===== config.mk =====
export PLATFORM = sky130hd
export DESIGN_NAME = mlsec_scrubber
export DESIGN_NICKNAME = d
export VERILOG_FILES = /design/src/rtl/mlsec_pkg.sv /design/src/rtl/mlsec_sec_lane.sv /design/src/rtl/mlsec_level.sv /design/src/rtl/mlsec_ctrl.sv /design/src/rtl/mlsec_scrubber.sv
export SDC_FILE = /design/constraint.sdc
export NUM_CORES = 1
export LEC_CHECK = 0
export BUFFER_PORTS_ARGS = -buffer_cell sky130_fd_sc_hd__buf_2
export CORE_MARGIN = 3
export CORE_UTILIZATION = 30
export DETAILED_ROUTE_END_ITERATION = 8
export GPL_TIMING_DRIVEN = 0
export PLACE_DENSITY = 0.58
export SYNTH_ARGS = -nofsm -noshare
export SYNTH_HDL_FRONTEND = slang
export SYNTH_SLANG_ARGS = --single-unit

===== constraint.sdc =====
create_clock -name clk -period 3.2 [get_ports clk]
set_input_delay 0.16 -clock clk [delete_from_list [all_inputs] [get_ports clk]]
set_output_delay 0.16 -clock clk [all_outputs]
set_load 0.02 [all_outputs]

===== src/rtl/mlsec_pkg.sv =====
// Package: shared helpers for the multilevel scrubber.
// Provides the check-width rule and the data-bit numbering of the
// single-error-correcting code. Both are used to size and wire the lanes.
package mlsec_pkg;

    // Smallest r with 2^r >= dw + r + 1.
    function automatic int chk_bits(input int dw);
        int r;
        r = 1;
        while ((1 << r) < dw + r + 1) r++;
        return r;
    endfunction

    // Number of data bit j: the j-th non-power-of-two, counting from 3.
    function automatic int code_pos(input int j);
        int p;
        int n;
        p = 2;
        n = -1;
        while (n < j) begin
            p++;
            if ((p & (p - 1)) != 0) n++;
        end
        return p;
    endfunction

    typedef enum logic [3:0] {
        ST_IDLE, ST_REF_RD, ST_REF_CAP, ST_RD, ST_EVAL,
        ST_WR, ST_VRD, ST_VCHK, ST_NEXT
    } scrub_state_e;

endpackage


===== src/rtl/mlsec_sec_lane.sv =====
// Module: one codeword decoder.
// Recomputes the parity and the syndrome of one codeword from its data bits
// and its stored check and parity bits. Produces a flip mask only when
// parity fails and the syndrome names a data bit.
// Assumes RW matches chk_bits(DW). The check bits are not self-covered.
module mlsec_sec_lane #(
    parameter int DW = 8,
    parameter int RW = mlsec_pkg::chk_bits(DW)
) (
    input  logic [DW-1:0] data_i,
    input  logic [RW-1:0] chk_i,
    input  logic          par_i,
    output logic [DW-1:0] flip_o,
    output logic          clean_o,
    output logic          bad_o
);
    logic [RW-1:0] contrib [DW];
    logic [DW-1:0] hit;
    logic [RW-1:0] syn;
    logic          par_err;

    for (genvar j = 0; j < DW; j++) begin : g_bit
        localparam int P = mlsec_pkg::code_pos(j);
        assign contrib[j] = data_i[j] ? RW'(P) : '0;
        assign hit[j]     = (syn == RW'(P));
    end

    // Fold the per-bit contributions onto the stored check bits.
    always_comb begin
        syn = chk_i;
        for (int j = 0; j < DW; j++) syn = syn ^ contrib[j];
    end

    assign par_err = (^data_i) ^ par_i;
    assign flip_o  = par_err ? hit : '0;
    assign clean_o = !par_err && (syn == '0);
    assign bad_o   = par_err ? (hit == '0) : (syn != '0);
endmodule


===== src/rtl/mlsec_level.sv =====
// Module: one code level across all interleaved lanes of a row.
// Lane k takes physical bits j*LANES+k as its data, and reference bits
// i*LANES+k as its check bits, with the parity bit at i=RW. Builds the row
// repair mask and combines the lane status flags.
// Assumes LANES*DW <= W.
module mlsec_level #(
    parameter int  LANES = 4,
    parameter int  DW    = 8,
    parameter int  W     = 32,
    localparam int RW    = mlsec_pkg::chk_bits(DW),
    localparam int REF_W = LANES * (RW + 1)
) (
    input  logic [W-1:0]     word_i,
    input  logic [REF_W-1:0] ref_i,
    output logic [W-1:0]     fix_o,
    output logic             clean_o,
    output logic             bad_o
);
    logic [LANES-1:0] lane_clean;
    logic [LANES-1:0] lane_bad;

    for (genvar k = 0; k < LANES; k++) begin : g_lane
        logic [DW-1:0] d;
        logic [RW-1:0] c;
        logic          p;
        logic [DW-1:0] fl;

        for (genvar j = 0; j < DW; j++) begin : g_d
            assign d[j]               = word_i[j*LANES + k];
            assign fix_o[j*LANES + k] = fl[j];
        end
        for (genvar i = 0; i < RW; i++) begin : g_c
            assign c[i] = ref_i[i*LANES + k];
        end
        assign p = ref_i[RW*LANES + k];

        mlsec_sec_lane #(.DW(DW), .RW(RW)) u_lane (
            .data_i (d),
            .chk_i  (c),
            .par_i  (p),
            .flip_o (fl),
            .clean_o(lane_clean[k]),
            .bad_o  (lane_bad[k])
        );
    end

    if (LANES*DW < W) begin : g_pad
        assign fix_o[W-1:LANES*DW] = '0;
    end

    assign clean_o = &lane_clean;
    assign bad_o   = |lane_bad;
endmodule


===== src/rtl/mlsec_ctrl.sv =====
// Module: scrub sequencer.
// Runs a pass over every check row (level 2) and then over every data row
// (level 1). A data row is preceded by a fetch of its check row. A frame
// goes read, evaluate, then optionally write, verify read and verify check.
// Assumes a memory that returns read data one cycle after the strobe.
module mlsec_ctrl #(
    parameter int  NUM_FRAMES = 4,
    localparam int AW = $clog2(2 * NUM_FRAMES),
    localparam int FW = (NUM_FRAMES > 1) ? $clog2(NUM_FRAMES) : 1
) (
    input  logic          clk,
    input  logic          rst_n,
    input  logic          scrub_en,
    input  logic          frame_clean,
    input  logic          frame_bad,
    output logic          lvl_top_o,
    output logic [FW-1:0] idx_o,
    output logic          cap_ref_o,
    output logic          cap_wr_o,
    output logic          rd_en_o,
    output logic          wr_en_o,
    output logic [AW-1:0] addr_o,
    output logic          busy_o,
    output logic          corr_o,
    output logic          unc_o
);
    import mlsec_pkg::*;

    localparam logic [FW-1:0] LAST = FW'(NUM_FRAMES - 1);

    scrub_state_e state;
    logic         lvl_top;
    logic [FW-1:0] idx;
    logic [AW-1:0] chk_addr;
    logic [AW-1:0] dat_addr;

    // Sequence states, advance the frame index and register the status pulses.
    always_ff @(posedge clk) begin
        if (!rst_n) begin
            state   <= ST_IDLE;
            lvl_top <= 1'b1;
            idx     <= '0;
            corr_o  <= 1'b0;
            unc_o   <= 1'b0;
        end else begin
            corr_o <= 1'b0;
            unc_o  <= 1'b0;
            case (state)
                ST_IDLE: begin
                    if (scrub_en) begin
                        state   <= ST_RD;
                        lvl_top <= 1'b1;
                        idx     <= '0;
                    end
                end
                ST_REF_RD:  state <= ST_REF_CAP;
                ST_REF_CAP: state <= ST_RD;
                ST_RD:      state <= ST_EVAL;
                ST_EVAL: begin
                    if (frame_bad) begin
                        unc_o <= 1'b1;
                        state <= ST_NEXT;
                    end else if (frame_clean) begin
                        state <= ST_NEXT;
                    end else begin
                        state <= ST_WR;
                    end
                end
                ST_WR:  state <= ST_VRD;
                ST_VRD: state <= ST_VCHK;
                ST_VCHK: begin
                    if (frame_clean) corr_o <= 1'b1;
                    else             unc_o  <= 1'b1;
                    state <= ST_NEXT;
                end
                ST_NEXT: begin
                    if (idx == LAST) begin
                        idx <= '0;
                        if (lvl_top) begin
                            lvl_top <= 1'b0;
                            state   <= ST_REF_RD;
                        end else if (scrub_en) begin
                            lvl_top <= 1'b1;
                            state   <= ST_RD;
                        end else begin
                            state   <= ST_IDLE;
                        end
                    end else begin
                        idx   <= idx + 1'b1;
                        state <= lvl_top ? ST_RD : ST_REF_RD;
                    end
                end
                default: state <= ST_IDLE;
            endcase
        end
    end

    assign chk_addr = AW'(NUM_FRAMES) + AW'(idx);
    assign dat_addr = AW'(idx);

    // Drive the memory port from the current state.
    always_comb begin
        rd_en_o = (state == ST_REF_RD) || (state == ST_RD) || (state == ST_VRD);
        wr_en_o = (state == ST_WR);
        if (state == ST_REF_RD) addr_o = chk_addr;
        else                    addr_o = lvl_top ? chk_addr : dat_addr;
    end

    assign cap_ref_o = (state == ST_REF_CAP);
    assign cap_wr_o  = (state == ST_EVAL);
    assign busy_o    = (state != ST_IDLE);
    assign lvl_top_o = lvl_top;
    assign idx_o     = idx;
endmodule


===== src/rtl/mlsec_scrubber.sv =====
// Module: multilevel interleaved SEC scrubber (top).
// Rows 0..NUM_FRAMES-1 hold data. Row NUM_FRAMES+f holds the interleaved
// level-1 check and parity bits of data row f. The level-2 check and
// parity bits of each check row come from seed_i and are never written.
// Assumes chk_bits(DATA_W)+1 <= DATA_W, so a check row fits in a word.
module mlsec_scrubber #(
    parameter int  NUM_FRAMES = 4,
    parameter int  DATA_W     = 8,
    parameter int  ILV_D      = 4,
    localparam int R1     = mlsec_pkg::chk_bits(DATA_W),
    localparam int DW2    = R1 + 1,
    localparam int R2     = mlsec_pkg::chk_bits(DW2),
    localparam int W      = ILV_D * DATA_W,
    localparam int REF1_W = ILV_D * (R1 + 1),
    localparam int SEED_F = ILV_D * (R2 + 1),
    localparam int SEED_W = NUM_FRAMES * SEED_F,
    localparam int AW     = $clog2(2 * NUM_FRAMES),
    localparam int FW     = (NUM_FRAMES > 1) ? $clog2(NUM_FRAMES) : 1
) (
    input  logic              clk,
    input  logic              rst_n,
    input  logic              scrub_en,
    input  logic [SEED_W-1:0] seed_i,
    output logic              mem_rd_en,
    output logic              mem_wr_en,
    output logic [AW-1:0]     mem_addr,
    output logic [W-1:0]      mem_wdata,
    input  logic [W-1:0]      mem_rdata,
    output logic              busy,
    output logic              corrected,
    output logic              uncorrectable
);
    logic              lvl_top;
    logic [FW-1:0]     frame_idx;
    logic              cap_ref;
    logic              cap_wr;
    logic [REF1_W-1:0] ref_q;
    logic [W-1:0]      wr_q;
    logic [SEED_F-1:0] seed_slice;
    logic [W-1:0]      fix1, fix2, fix_sel;
    logic              clean1, clean2, bad1, bad2;
    logic              frame_clean, frame_bad;

    mlsec_ctrl #(.NUM_FRAMES(NUM_FRAMES)) u_ctrl (
        .clk        (clk),
        .rst_n      (rst_n),
        .scrub_en   (scrub_en),
        .frame_clean(frame_clean),
        .frame_bad  (frame_bad),
        .lvl_top_o  (lvl_top),
        .idx_o      (frame_idx),
        .cap_ref_o  (cap_ref),
        .cap_wr_o   (cap_wr),
        .rd_en_o    (mem_rd_en),
        .wr_en_o    (mem_wr_en),
        .addr_o     (mem_addr),
        .busy_o     (busy),
        .corr_o     (corrected),
        .unc_o      (uncorrectable)
    );

    assign seed_slice = seed_i[int'(frame_idx)*SEED_F +: SEED_F];

    // Level 2: check row lanes against the constant seed.
    mlsec_level #(.LANES(ILV_D), .DW(DW2), .W(W)) u_lvl2 (
        .word_i (mem_rdata),
        .ref_i  (seed_slice),
        .fix_o  (fix2),
        .clean_o(clean2),
        .bad_o  (bad2)
    );

    // Level 1: data row lanes against the captured check row.
    mlsec_level #(.LANES(ILV_D), .DW(DATA_W), .W(W)) u_lvl1 (
        .word_i (mem_rdata),
        .ref_i  (ref_q),
        .fix_o  (fix1),
        .clean_o(clean1),
        .bad_o  (bad1)
    );

    assign fix_sel     = lvl_top ? fix2   : fix1;
    assign frame_clean = lvl_top ? clean2 : clean1;
    assign frame_bad   = lvl_top ? bad2   : bad1;

    // Hold the check row for a data frame and the repaired row for write-back.
    always_ff @(posedge clk) begin
        if (!rst_n) begin
            ref_q <= '0;
            wr_q  <= '0;
        end else begin
            if (cap_ref) ref_q <= mem_rdata[REF1_W-1:0];
            if (cap_wr)  wr_q  <= mem_rdata ^ fix_sel;
        end
    end

    assign mem_wdata = wr_q;
endmodule


; Word-level counts from Yosys, hierarchy flattened
; Index checks and enable logic that the tools add are counted.
[classes]
mux = 73
shift = 1
n_mul = 1
magnitude_cmp = 0
n_reduce_logical = 60
n_addsub = 2
bitwise_logic = 61
div_mod_pow = 0
eq_ne = 63
[ops]
columns = cell, count
row1 = $xor 4x4->4, 31
row2 = $eq 4x3->1 const B, 28
row3 = $eq 4x4->1 const B, 21
row4 = $mux 4, 21
row5 = $shiftx 80x8->20, 1
row6 = $xor 4x3->4, 18
row7 = $mux 3, 14
row8 = $eq 4x2->1 const B, 10
row9 = $logic_not 4->1, 9
row10 = $pmux 4 s9, 1
row11 = $reduce_bool 4->1, 9
row12 = $logic_not 8->1, 4
row13 = $mux 32, 1
row14 = $mux 8, 4
row15 = $reduce_xor 8->1, 4
row16 = $xor 32x32->32, 1
row17 = $logic_not 5->1, 4
row18 = $mux 5, 4
row19 = $reduce_xor 5->1, 4
row20 = $mux 1, 17
row21 = $mux 2, 8
row22 = $xor 4x2->4, 3
row23 = $logic_and 1x1->1, 8
row24 = $logic_not 1->1, 8
row25 = 16 further kinds, 28
[totals]
latch_bits = 0
mem_bits_rw = 0
inputBits = 115
wordCells = 268
ff_bits = 61
mem_count = 0
output_inout_bits = 40
mem_bits_ro = 0

; Depth between registers and ports, before layout
; Gate-level depths: netlist (run 1).
[logic_depth]
ltp_word = 16
ltp_mapped = 12
ltp_nobuf = 9

; Cells and area by module
; From an unflattened synthesis (run 1), not the netlist that was laid out.
[unflattened]
cells_unflattened = 761
area_unflattened_um2 = 6995.5
[modules_own_cells]
columns = module, seq_area_each_um2, instances, cells_per_inst, area_each_um2
row1 = mlsec_scrubber, 1041.0, 1, 307, 3305.7
row2 = mlsec_sec_lane (u_lvl1.g_lane[0].u_lane ...), 0.0, 4, 51, 464.2
row3 = mlsec_sec_lane (u_lvl2.g_lane[0].u_lane ...), 0.0, 4, 40, 281.5
row4 = mlsec_ctrl, 180.2, 1, 73, 580.6
row5 = mlsec_level (u_lvl2), 0.0, 1, 15, 110.1
row6 = mlsec_level (u_lvl1), 0.0, 1, 2, 16.3

; Least setup slack after synthesis (run 1)
; Ideal clock, no wire load.
[synth_timing]
kind = reg2reg
start = register u_ctrl.idx[0] (netlist: u_ctrl.idx_o[0])
end = register u_ctrl.state[2]
stages_incl_launch_ff = 11
arrival_ns = 2.839
path_buffers = 2
setup_slack_ns = 0.244
t_required_ns = 3.083
path_cell_list = dfxtp_1 -> buf_6 -> buf_6 -> mux4_2 -> xnor2_2 -> nand2_1 -> or4_1 -> nor4_2 -> a31oi_1 -> a211o_1 -> and4b_1
[synth_between]
elab_chain_cells = 14
[synth_rtl]
columns = element, line_no
row1 = from (decl), mlsec_ctrl.sv:33  ; logic [FW-1:0] idx;
row2 = from (signal assigned), mlsec_ctrl.sv:89  ; idx <= idx + 1'b1;
row3 = $mul 2x3->5, mlsec_scrubber.sv:62  ; assign seed_slice = seed_i[int'(frame_idx)*SEED_F +: SEED_F];
row4 = $shiftx 80x8->20, mlsec_scrubber.sv:62
row5 = $xor 4x4->4, mlsec_sec_lane.sv:31  ; for (int j = 0; j < DW; j++) syn = syn ^ contrib[j];
row6 = $xor 4x4->4 / $xor 4x3->4 (equally long branches) (3 in a row), mlsec_sec_lane.sv:31
row7 = $xor 4x4->4, mlsec_sec_lane.sv:31
row8 = $eq 4x2->1 (tied with other cells), mlsec_sec_lane.sv:25  ; assign hit[j] = (syn == RW'(P));
row9 = $logic_not 5->1 / $logic_and 1x1->1 (equally long branches), "mlsec_sec_lane.sv:37, mlsec_sec_lane.sv:36"
row10 = $mux 1 / $reduce_and 4->1 (equally long branches), "mlsec_sec_lane.sv:37, mlsec_level.sv:51"
row11 = $reduce_or 4->1 / $mux 1 (equally long branches), "mlsec_level.sv:52, mlsec_scrubber.sv:83"
row12 = $mux 1 / $mux 4 (equally long branches), "mlsec_scrubber.sv:84, mlsec_ctrl.sv:63"
row13 = $mux 4, mlsec_ctrl.sv:60  ; if (frame_bad) begin
row14 = $pmux 4 s9 *, mlsec_ctrl.sv:48  ; case (state)
row15 = to (signal assigned), mlsec_ctrl.sv:90  ; state <= lvl_top ? ST_RD : ST_REF_RD;
row16 = to (decl), mlsec_ctrl.sv:31  ; scrub_state_e state;
; Every way passes the cells marked *; elsewhere a longest branch is shown, timed or not.
; A chain may end at the register's enable or synchronous reset.

; Worst setup path in the final report (run 1)
; Same ends and word-level chain as after synthesis.

==> results of run 1 <==
area by class of cell:
class	instances	share of cell area, %
Multi-Input combinational cell	539	60.9
Sequential cell	61	17.0
Timing Repair Buffer	141	9.93
Tap cell	229	3.98
Buffer	46	3.39
Clock buffer	11	3.37
Clock inverter	4	1.01
Inverter	9	0.469
flip-flops by register name, indices dropped and copies added (netlist names):
signal	count
mem_wdata	32
ref_q	20
u_ctrl.corr_o	1
u_ctrl.idx_o	2
u_ctrl.lvl_top_o	1
u_ctrl.state	4
u_ctrl.unc_o	1
stage by stage:
step	TNS, ns	util [%]
2_1_floorplan	0	-
3_3_place_gp	-0.171	36.5
3_5_place_dp	-0.179	36.5
4_1_cts	0	38.3
5_1_grt	-0.0302	39.2
6_report	0	39.2
worst min-delay path, stage by stage:
cell and delay (ns):
buf_2 0.13, nand2_1 0.05, a21boi_0 0.06
cell usage in the layout, fill, tap and decap left out, drive strengths merged, types with 3 or more instances in the layout:
| master | count |
|---|---|
| and3 | 8 |
| and2 | 19 |
| mux2i | 14 |
| xor2 | 46 |
| xnor3 | 20 |
| nor2 | 29 |
| mux4 | 19 |
| nand3 | 23 |
| nor4 | 3 |
| a32oi | 6 |
| nand4 | 4 |
| o211ai | 3 |
| o22ai | 5 |
| a22oi | 10 |
| dfxtp | 61 |
| clkbuf | 37 |
| a21boi | 23 |
| nand3b | 3 |
| nand2 | 103 |
| xor3 | 3 |
| nor3b | 5 |
| nor2b | 12 |
| xnor2 | 73 |
| nand2b | 5 |
| inv | 9 |
| a31oi | 6 |
| o21ai | 26 |
| o211a | 12 |
| nor3 | 21 |
| a21oi | 15 |
| buf | 161 |
worst max-delay path by stage:
stage	cells past startpoint	slack, ns	endpoint	from
floorplan	10	0.24	u_ctrl.state[2]$_SDFFE_PN0P_	u_ctrl.idx_o[0]$_SDFFE_PN0P_
global placement	11	-0.13	u_ctrl.state[2]$_SDFFE_PN0P_	u_ctrl.idx_o[0]$_SDFFE_PN0P_
detailed placement	11	-0.12	u_ctrl.state[2]$_SDFFE_PN0P_	u_ctrl.idx_o[0]$_SDFFE_PN0P_
CTS	11	0.01	u_ctrl.state[2]$_SDFFE_PN0P_	u_ctrl.idx_o[0]$_SDFFE_PN0P_
global route	10	-0.02	u_ctrl.state[2]$_SDFFE_PN0P_	u_ctrl.idx_o[0]$_SDFFE_PN0P_
finish	10	0.13	u_ctrl.state[2]$_SDFFE_PN0P_	u_ctrl.idx_o[0]$_SDFFE_PN0P_
routing by layer:
layer | vias to the layer above | part of all wire, %
met3 | 35 | 6.4
met2 | 206 | 45
li1 | 2602 | -
met1 | 2463 | 46
met5 | - | 0
met4 | 0 | 2.6
cells by family (layout without fill, tap and decap cells):
kind of cell,after synthesis,in the layout,share of synthesized area (%)
buffers and inverters,55,211,4.39
AO/OA/AOI/OAI,113,113,13.6
XOR/XNOR,142,142,29.1
AND/OR/NAND/NOR,249,249,21.3
flip-flops,61,61,21.3
multiplexers,34,34,10.1
adder cells (fa/ha/maj),1,1,0.218
report_power, final:
group / internal [W] / leakage [nW] / switching, W
logic: 0.000552 / 2.50 / 0.000741
registers: 0.000791 / 0.496 / 0.0000183
clock network: 0.000698 / 0.152 / 0.000385
total: 0.00204 / 3.15 / 0.00114
timing repair:
action | CTS | global route
hold buffers | 0 | 0
endpoints found under the setup margin | 4 | 7
gates resized for setup | 7 | 22
pin swaps | 0 | 7
setup buffers | 0 | 4
==> metrics.md, run 1 <==
| Metric | Value |
|---|---|
| Htree depth | `3` |
| Nets@finish | `923` |
| CP max stage delay | `0.60 ns` |
| Fin crit period | `a little over 3 ns` |
| Crit Reg-Reg Endpoint | `u_ctrl.state[2]$_SDFFE_PN0P_` |
| Vias/cell | `a little over 5` |
| Non-Filler Instances | `between 1,000 and 1,500` |
| Leakage | `around 3.1 nW` |
| Post-synth EDFFs | `0` |
| Gr ovfl total | `0` |
| Synth Instances | `655` |
| Pwr per Cell Area | `442 nW/um^2` |
| DRC viols | `0` |
| Share of layout cells above drive strength 1 | `28.1%` |
| Most used DFF post-synth | `dfxtp_1` |
| Arr. time, crit path | `approximately 3.3 ns` |
| Reg clk slew, reported paths | `about 0.060 ns` |
| Core ar. | `about 18,000 um^2` |
| Mean post-synth cell area | `8.75 um^2` |
| CTS sink cnt | `just over 60` |
| Reg2Reg Depth | `10` |
| Worst Hold Endpoint | `ref_q[8]$_SDFFE_PN0N_` |
| Clock Tree Buf Depth | `2` |
| VDD IR-drop max | `304 uV` |
| Vias in the first global route | `between 5,000 and 6,000` |
| Final instance area | `7210 um^2` |
| CP Buf/Inv Count | `2` |
| Core Rows | `roughly 50` |
| Sequential share of the synthesized area | `21.3%` |
| Inst Count DP | `~1,000` |
| CP delay by family, top | `simple AND/OR/NAND/NOR gates` |
| FMAX | `326 MHz` |
| Pre-antenna DRT Iters | `5` |
| Largest cells by area after synthesis | `dfxtp_1 (21%), xnor2_1 (9.3%), mux4_2 (7.5%), xnor3_1 (7.5%), xor2_1 (7.0%)` |
| Final Wtd Congestion | `0.913` |
| Final antenna-violating net count | `0` |
| Met3 usage | `2.84%` |
| Multi-input gate area | `around 4400 um^2` |
| Pre-CTS WS | `-0.122 ns` |
| DRT iter0 DRCs | `between 300 and 400` |
| Reg-to-reg startpoint | `u_ctrl.idx_o[0]$_SDFFE_PN0P_` |
| Synth Net Count | `between 700 and 800` |
| Busiest layer in global routing | `met2` |
| Setup crit start kind | `register` |
| Clk_skew | `about 0.0096 ns` |
| # setup viols final | `0` |
| Worst-skew pair later-pin latency | `around 0.35 ns` |
| Dpl hpwl | `around 15 mm` |
| Cell with the most instances after synthesis | `nand2_1` |
| Distinct cell type count after synthesis | `60` |
| Critical path capture point type | `register` |
| CTS tree | `built` |
| Yosys reg bits | `between 60 and 70` |
| Number of port buffers | `between 100 and 150` |
| Hold depth | `3` |
| IO Count | `~160` |
| Critical path fanouts, max | `10` |
| Syn. warnings | `0` |
| Die W | `144 um` |
| Die height | `~140 um` |
| Synth Cell Area | `approximately 5700 um^2` |
| Relative slew slack | `42.8%` |
| Detailed-route via count | `~5,300` |
| Root buffer cell | `clkbuf_16` |
| Initial antenna violation count | `0` |
| Status | `finished clean` |
| Pin count of the biggest net entering global routing | `11` |
| GRT Total Usage | `a little under a fifth` |
| WHS | `0.114 ns` |
| First-pass GRT wire length | `28.8 mm` |
| Met1 Use GR | `25.0%` |
| CP Class | `register to register` |
| Post-synth top area share | `a little over a fifth` |
| Fin. Hold Viols | `0` |
| Most frequent cells after synthesis | `nand2_1 (103), dfxtp_1 (61), xnor2_1 (61)` |
| Fin crit share | `between 90% and 100%` |
| Die area | `20,800 um^2` |
| Drt total wl | `19.2 mm` |
| Setup WS post-layout | `between 0.1 and 0.15 ns` |
| M2 GR Usage | `between 20 and 30%` |
| Seq. cell area | `~1200 um^2` |
| Post-synth top area cell | `dfxtp_1` |
| Hold path startpoint | `mem_rdata[8]` |
| Starting Density | `31.2%` |
| Crit-path slowest cell | `mux4_2` |
| Cts bufs inserted | `9` |
| Type of the worst min-delay path | `input port to register` |
| WL per Instance | `18.5 um` |
| CP Cell Sequence | `buf_8, buf_12, mux4_2, xnor2_4, nand2_1, or4_4, nor4_4, a31oi_2, a211o_1, and4b_1` |
| MaxCap Viol Count | `0` |
| Worst path required time | `around 3.4 ns` |
| R2R setup slack | `roughly 0.13 ns` |
| Diode count | `0` |
| Synth async-reset ratio | `0%` |
| Fillers | `roughly 1,900` |
| Post-DP Area | `6710 um^2` |
| Max-slew violation count | `0` |
| Worst slew pin tran | `0.857 ns` |
| Area Overhead vs Synth | `25.7%` |
| Power consumption | `0.00318 W` |
(Power assumes the default switching activity.)
==> run 2, diff against run 1 <==
--- a/config.mk
+++ b/config.mk
@@ -6,6 +6,7 @@
 export NUM_CORES = 1
 export LEC_CHECK = 0
 export BUFFER_PORTS_ARGS = -buffer_cell sky130_fd_sc_hd__buf_2
+export CORE_ASPECT_RATIO = 1.75
 export CORE_MARGIN = 3
 export CORE_UTILIZATION = 30
 export DETAILED_ROUTE_END_ITERATION = 8
==> run 2 against run 1 <==
  * Sequential cell count unchanged
  * Wire length grew 2.0%
  * First-iteration DRC count fell by 47%
  * Sequential share of layout area hardly changed
  * Combinational power hardly changed
  * Total power fell by 5.6%
  * Die area up 0.31%
  * Non-clock buffer count rose by 2
  * Sequential power is essentially flat
  * Worst hold slack improved by 0.027 ns
==> metrics.md, run 2 (synthesis gave the netlist of run 1 again) <==
| Metric | Value |
|---|---|
| Hold_buf cts | `0 (unchanged)` |
| Diode count | `0 (unchanged)` |
| Worst slew pin tran | `0.813 ns (-0.0447 ns)` |
| CP Buf/Inv Count | `2 (unchanged)` |
| Clock Tree Buf Depth | `2 (unchanged)` |
| Inst Count DP | `1,030 (+0.88%)` |
| Detailed-route via count | `5,306 (unchanged)` |
| DRC viols | `0 (unchanged)` |
| IO Count | `155 (unchanged)` |
| Vias/cell | `5.04 (-1.1%)` |
| Htree depth | `3 (unchanged)` |
| Fin crit share | `97.2% (+1.2 points)` |
| VDD IR-drop max | `199 uV (-35%)` |
| Clock power frac | `30.4% (-3.6 points)` |
| Final Wtd Congestion | `0.847 (-7.3%)` |
| Switching part of the total power | `37.5% (+1.6 points)` |
| Critical path capture point type | `register` |
| Arr. time, crit path | `3.34 ns (+0.03 ns)` |
| Starting Density | `30.7% (-0.45 points)` |
| Internal Power | `0.00188 W (-8.0%)` |
| Area Overhead vs Synth | `25.7% (about the same)` |
| CTS tree | `built` |
| Final Core Density | `38.6% (-0.56 points)` |
| Share of layout cells above drive strength 1 | `28.6% (+0.51 points)` |
| Worst-skew pair later-pin latency | `0.34 ns (about the same)` |
| Die area | `20,900 um^2 (+0.31%)` |
| First-pass GRT wire length | `29.6 mm (+2.7%)` |
| Pin count of the biggest net entering global routing | `12 (+1)` |
| Critical path fanouts, max | `6 (-4)` |
| Pwr per Cell Area | `417 nW/um^2 (-5.6%)` |
| Clk_skew | `0.00542 ns (-0.00423 ns)` |
| Status | `finished clean` |
| Core ar. | `18,700 um^2 (+1.5%)` |
| Dpl hpwl | `15.8 mm (+4.0%)` |
| RSZ-0062 raised after global routing | `no` |
| Vias in the first global route | `5,411 (+4.5%)` |
| Gr ovfl total | `0 (unchanged)` |
| Non-Filler Instances | `1,052 (+1.2%)` |
| FMAX | `322 MHz (-1.2%)` |
| DRT iter0 DRCs | `192 (-47%)` |
| Most common library cell in the layout ignoring fill and taps | `buf_2` |
| Switching pwr | `0.00113 W (-1.4%)` |
| Cts bufs inserted | `9 (unchanged)` |
| Number of port buffers | `137 (unchanged)` |
| Combinational power share | `42.6% (+2.0 points)` |
| Root buffer cell | `clkbuf_16` |
| Pre-antenna DRT Iters | `4 (-1)` |
| MaxCap Viol Count | `0 (unchanged)` |
| CP max stage delay | `0.58 ns (-0.02 ns)` |
| Crit-path slowest cell | `mux4_2` |
| CP Cell Sequence | `buf_8, buf_12, mux4_2, xor2_2, nor2_1, a21oi_2, mux2i_1, a211oi_2, o31ai_4, a211o_1, and4b_1` |
| Fin crit period | `3.11 ns (+0.0384 ns)` |
| # setup viols final | `0 (unchanged)` |
| CTS sink cnt | `61 (unchanged)` |
| Most frequent cells in the layout | `buf_2 (150), nand2_1 (103), dfxtp_1 (59)` |
| Type of the worst min-delay path | `input port to register` |
| Die height | `189 um (+31%)` |
| Drt total wl | `19.6 mm (+2.0%)` |
| Part of the power in registers | `27.0% (+1.6 points)` |
| CP delay by family, top | `compound AO/OA/AOI/OAI gates` |
| GRT Total Usage | `18.3% (-0.019 points)` |
| WL per Instance | `18.7 um (+0.87%)` |
| Setup crit start kind | `register` |
| Worst path required time | `3.43 ns (about the same)` |
| Fillers | `1,991 (+5.6%)` |
| Final antenna-violating net count | `0 (unchanged)` |
| Reg clk slew, reported paths | `0.06 ns (about the same)` |
| Die W | `111 um (-23%)` |
| Initial antenna violation count | `0 (unchanged)` |
| Relative slew slack | `45.8% (+3.0 points)` |
| Leakage | `3.14 nW (about the same)` |
| Max reg flops | `32 (unchanged)` |
| Max-slew violation count | `0 (unchanged)` |
| Nets@finish | `925 (+0.22%)` |
| CP Class | `register to register` |
| Core Rows | `66 (+35%)` |
| Fin. Hold Viols | `0 (unchanged)` |
run 2: worst reg2reg max path: cells and delay by family (launching register included):
family / cells / cell delay (ns)
multiplexers: 2 / 0.71
flip-flops: 1 / 0.37
AND/OR/NAND/NOR: 2 / 0.29
XOR/XNOR: 1 / 0.24
buffers and inverters: 2 / 0.27
AO/OA/AOI/OAI: 4 / 1.14
run 2: what timing repair did:
| action | in CTS | in global routing |
|---|---|---|
| endpoints found under the hold margin | 0 | 0 |
| pin swaps | 2 | 3 |
| buffers inserted | 1 | 4 |
| gates resized for setup | 17 | 12 |
| gates cloned | 0 | 1 |
| endpoints found under the setup margin | 5 | 4 |
run 2: metrics by stage:
stage	setup WS [ns]	power [W]	instance area, um^2	TNS (ns)	hold WS, ns
after floorplan	0.244	0.00175	5730	0	0.305
after global placement	-0.298	0.00205	6720	-0.833	0.455
after detailed placement	-0.286	0.00207	6720	-0.770	0.460
after CTS	0.0155	0.00300	7100	0	0.134
after global routing	0.00209	0.00316	7210	0	0.149
final	0.0910	0.00301	7210	0	0.141
run 2: routing by layer:
metal  vias up  part of all wire [%]  wire (um)  track usage (%)
met5         -                     0          0                0
met4         0                   1.9        380             6.50
met3        26                   5.0        985             2.65
met2       166                    57      11100             37.0
met1      2512                    36       7140             18.4
li1       2602                     -          -                -
run 2: path summary, 6_finish.rpt:
path	from	endpoint	slack [ns]	cells past startpoint
hold / removal	mem_rdata[8]	ref_q[8]$_SDFFE_PN0N_	0.14	3
setup / recovery	u_ctrl.idx_o[0]$_SDFFE_PN0P_	u_ctrl.state[2]$_SDFFE_PN0P_	0.09	11
setup reg to reg	u_ctrl.idx_o[0]$_SDFFE_PN0P_	u_ctrl.state[2]$_SDFFE_PN0P_	0.09	11
hold reg to reg	mem_wdata[10]$_SDFFE_PN0P_	mem_wdata[10]$_SDFFE_PN0P_	0.47	2
run 2: area by class of cell:
class / instances / area (um^2) / share of cell area [%]
Buffer: 46 / 243 / 3.37
Clock buffer: 10 / 239 / 3.32
Clock inverter: 6 / 38.8 / 0.538
Inverter: 9 / 33.8 / 0.469
Multi-Input combinational cell: 539 / 4380 / 60.8
Sequential cell: 61 / 1230 / 17.0
Tap cell: 238 / 298 / 4.13
Timing Repair Buffer: 143 / 748 / 10.4
run 2: power groups by stage:
| stage | combinational [W] | sequential (W) | clock (W) |
|---|---|---|---|
| after floorplan | 0.000917 | 0.000830 | 0 |
| after global placement | 0.00123 | 0.000827 | 0 |
| after detailed placement | 0.00124 | 0.000827 | 0 |
| after CTS | 0.00126 | 0.000811 | 0.000927 |
| after global routing | 0.00139 | 0.000813 | 0.000952 |
| final | 0.00128 | 0.000810 | 0.000915 |
==> run 3, diff against run 2 <==
==> constraint.sdc (replaced) <==
create_clock -name clk -period 3.2 [get_ports clk]
set_input_delay 0.64 -clock clk [delete_from_list [all_inputs] [get_ports clk]]
set_output_delay 0.64 -clock clk [all_outputs]
set_load 0.02 [all_outputs]
==> run 3 against run 2 <==
  * Sequential share of layout area about the same
  * Maximum frequency down 0.43%
  * Clock skew about the same
  * Sequential power about the same
  * Via count down 0.26%
  * Combinational power about the same
  * Wire length about the same
  * Critical endpoint unchanged
  * Core utilization up 0.080 points
  * Register-to-register slack about the same
  * Die area unchanged
  * Highest routed layer unchanged
  * Global-route usage unchanged
  * Worst hold slack better by 0.33 ns
==> metrics.md, run 3 (synthesis gave the netlist of run 1 again) <==
| Metric | Value |
|---|---|
| Max-slew violation count | `0 (unchanged)` |
| Nets@finish | `925 (unchanged)` |
| IO Count | `155 (unchanged)` |
| Die height | `189 um (unchanged)` |
| Starting Density | `30.7% (unchanged)` |
| Core ar. | `18,700 um^2 (unchanged)` |
| CP Buf/Inv Count | `1 (-1)` |
| CP delay by family, top | `simple AND/OR/NAND/NOR gates` |
| Worst path required time | `3.43 ns (about the same)` |
| Vias in the first global route | `5,411 (unchanged)` |
| RSZ-0062 raised after global routing | `no` |
| Diode count | `0 (unchanged)` |
| Die area | `20,900 um^2 (unchanged)` |
| Clock power frac | `30.3% (about the same)` |
| Critical path fanouts, max | `8 (+2)` |
| CP max stage delay | `0.53 ns (-0.05 ns)` |
| CP Cell Sequence | `buf_2, xor3_2, xnor3_1, nand2_1, or4_1, nor4_2, a31oi_2, a211o_1, and4b_1` |
| Vias/cell | `5.03 (-0.26%)` |
| Htree depth | `3 (unchanged)` |
| Pre-antenna DRT Iters | `5 (+1)` |
| Clk_skew | `0.00584 ns (+0.000421 ns)` |
| GRT Total Usage | `18.3% (unchanged)` |
| Leakage | `3.15 nW (+0.21%)` |
| Final antenna-violating net count | `0 (unchanged)` |
| Fin crit share | `97.6% (+0.42 points)` |
| Crit-path slowest cell | `or4_1` |
| Hold_buf cts | `0 (unchanged)` |
| Worst slew pin tran | `0.769 ns (-0.0440 ns)` |
| First-pass GRT wire length | `29.6 mm (unchanged)` |
| Drt total wl | `19.6 mm (about the same)` |
| Gr ovfl total | `0 (unchanged)` |
| Clock Tree Buf Depth | `2 (unchanged)` |
| WL per Instance | `18.7 um (about the same)` |
| Setup crit start kind | `input port` |
| CTS tree | `built` |
| DRT iter0 DRCs | `227 (+18%)` |
| Fin. Hold Viols | `0 (unchanged)` |
| WHS | `0.468 ns (+0.327 ns)` |
| FMAX | `320 MHz (-0.43%)` |
| CTS sink cnt | `61 (unchanged)` |
| Switching part of the total power | `37.5% (-0.064 points)` |
| Relative slew slack | `48.4% (+2.5 points)` |
| Dpl hpwl | `15.8 mm (unchanged)` |
| Fin crit period | `3.12 ns (+0.0134 ns)` |
| Core Rows | `66 (unchanged)` |
| Status | `finished clean` |
| Type of the worst min-delay path | `register to register` |
| Number of port buffers | `137 (unchanged)` |
| VDD IR-drop max | `199 uV (-0.14%)` |
| Detailed-route via count | `5,292 (-0.26%)` |
| Die W | `111 um (unchanged)` |
| Part of the power in registers | `26.9% (about the same)` |
| DRC viols | `0 (unchanged)` |
| Pin count of the biggest net entering global routing | `12 (unchanged)` |
| Most common library cell in the layout ignoring fill and taps | `buf_2` |
| Arr. time, crit path | `3.35 ns (about the same)` |
| Root buffer cell | `clkbuf_16` |
| Area Overhead vs Synth | `26.0%` |
| Cts bufs inserted | `9 (unchanged)` |
| Combinational power share | `42.8% (+0.2 points)` |
| Reg clk slew, reported paths | `0.06 ns (about the same)` |
| Share of layout cells above drive strength 1 | `29.0% (+0.37 points)` |
| Fillers | `1,995 (+0.20%)` |
| Switching pwr | `0.00113 W (about the same)` |
| Max reg flops | `32 (unchanged)` |
| Initial antenna violation count | `0 (unchanged)` |
| MaxCap Viol Count | `0 (unchanged)` |
| Most frequent cells in the layout | `buf_2 (150), nand2_1 (103), dfxtp_1 (59)` |
| Internal Power | `0.00188 W (+0.27%)` |
| CP Class | `input port to register` |
| Setup TNS Final | `0 ns (unchanged)` |
| Pwr per Cell Area | `417 nW/um^2 (about the same)` |
| # setup viols final | `0 (unchanged)` |
| Worst-skew pair later-pin latency | `0.34 ns (about the same)` |
| Final Wtd Congestion | `0.847 (unchanged)` |
| Critical path capture point type | `register` |
-- run 3: cell counts in the layout (fill, tap and decap cells not counted) --
Identical to the previous run, type by type.
-- run 3: worst paths after layout --
check / from / to / slack, ns / cells after the start
setup reg to reg: u_ctrl.idx_o[0]$_SDFFE_PN0P_ / u_ctrl.state[2]$_SDFFE_PN0P_ / 0.08 / 11
hold reg to reg: mem_wdata[10]$_SDFFE_PN0P_ / mem_wdata[10]$_SDFFE_PN0P_ / 0.47 / 2
setup / recovery: mem_rdata[18] / u_ctrl.state[2]$_SDFFE_PN0P_ / 0.08 / 9
hold / removal: mem_wdata[10]$_SDFFE_PN0P_ / mem_wdata[10]$_SDFFE_PN0P_ / 0.47 / 2
-- run 3: timing repair --
item | CTS | global route
setup buffers | 1 | 4
setup endpoints to repair | 5 | 5
pin swaps | 2 | 3
cloned | 0 | 1
resized for setup | 17 | 18
-- run 3: layer usage --
metal | wire length [um] | track usage [%] | share of wire, %
met1 | 7210 | 18.4 | 37
met4 | 509 | 6.50 | 2.6
met5 | 0 | 0 | 0
met3 | 882 | 2.65 | 4.5
met2 | 11000 | 37.0 | 56
-- run 3: final cells by class --
class / instances / area, um^2 / area share [%]
Timing Repair Buffer: 143 / 748 / 10.4
Buffer: 46 / 245 / 3.40
Clock buffer: 10 / 239 / 3.31
Tap cell: 238 / 298 / 4.12
Multi-Input combinational cell: 539 / 4390 / 60.8
Clock inverter: 6 / 38.8 / 0.537
Sequential cell: 61 / 1230 / 17.0
Inverter: 9 / 33.8 / 0.468
-- run 3: metrics by stage --
step | worst slack [ns] | cells | power, W | instance area, um^2 | utilization, %
after floorplan | 0.130 | 655 | 0.00175 | 5730 | -
after global placement | -0.312 | 1030 | 0.00205 | 6720 | 36.0
after detailed placement | -0.294 | 1030 | 0.00207 | 6720 | 36.0
after CTS | 0.0155 | 1047 | 0.00300 | 7100 | 38.0
after global routing | 0.000818 | 1052 | 0.00317 | 7220 | 38.7
final | 0.0776 | 1052 | 0.00301 | 7220 | 38.7
-- run 3: power by group through the flow --
stage               Sequential (W)  Combinational [W]  Clock [W]
finish                    0.000811            0.00129   0.000913
global route              0.000813            0.00140   0.000951
CTS                       0.000811            0.00126   0.000927
detailed placement        0.000827            0.00124          0
global placement          0.000827            0.00123          0
floorplan                 0.000830           0.000917          0
-- run 3: worst reg2reg max path: stages (launching register included) --
cell      delay, ns
dfxtp_4        0.37
buf_8          0.14
buf_12         0.13
mux4_2         0.58
xor2_2         0.23
nor2_1         0.10
a21oi_2        0.24
mux2i_1        0.13
a211oi_2       0.43
o31ai_4        0.14
a211o_1        0.33
and4b_1        0.19
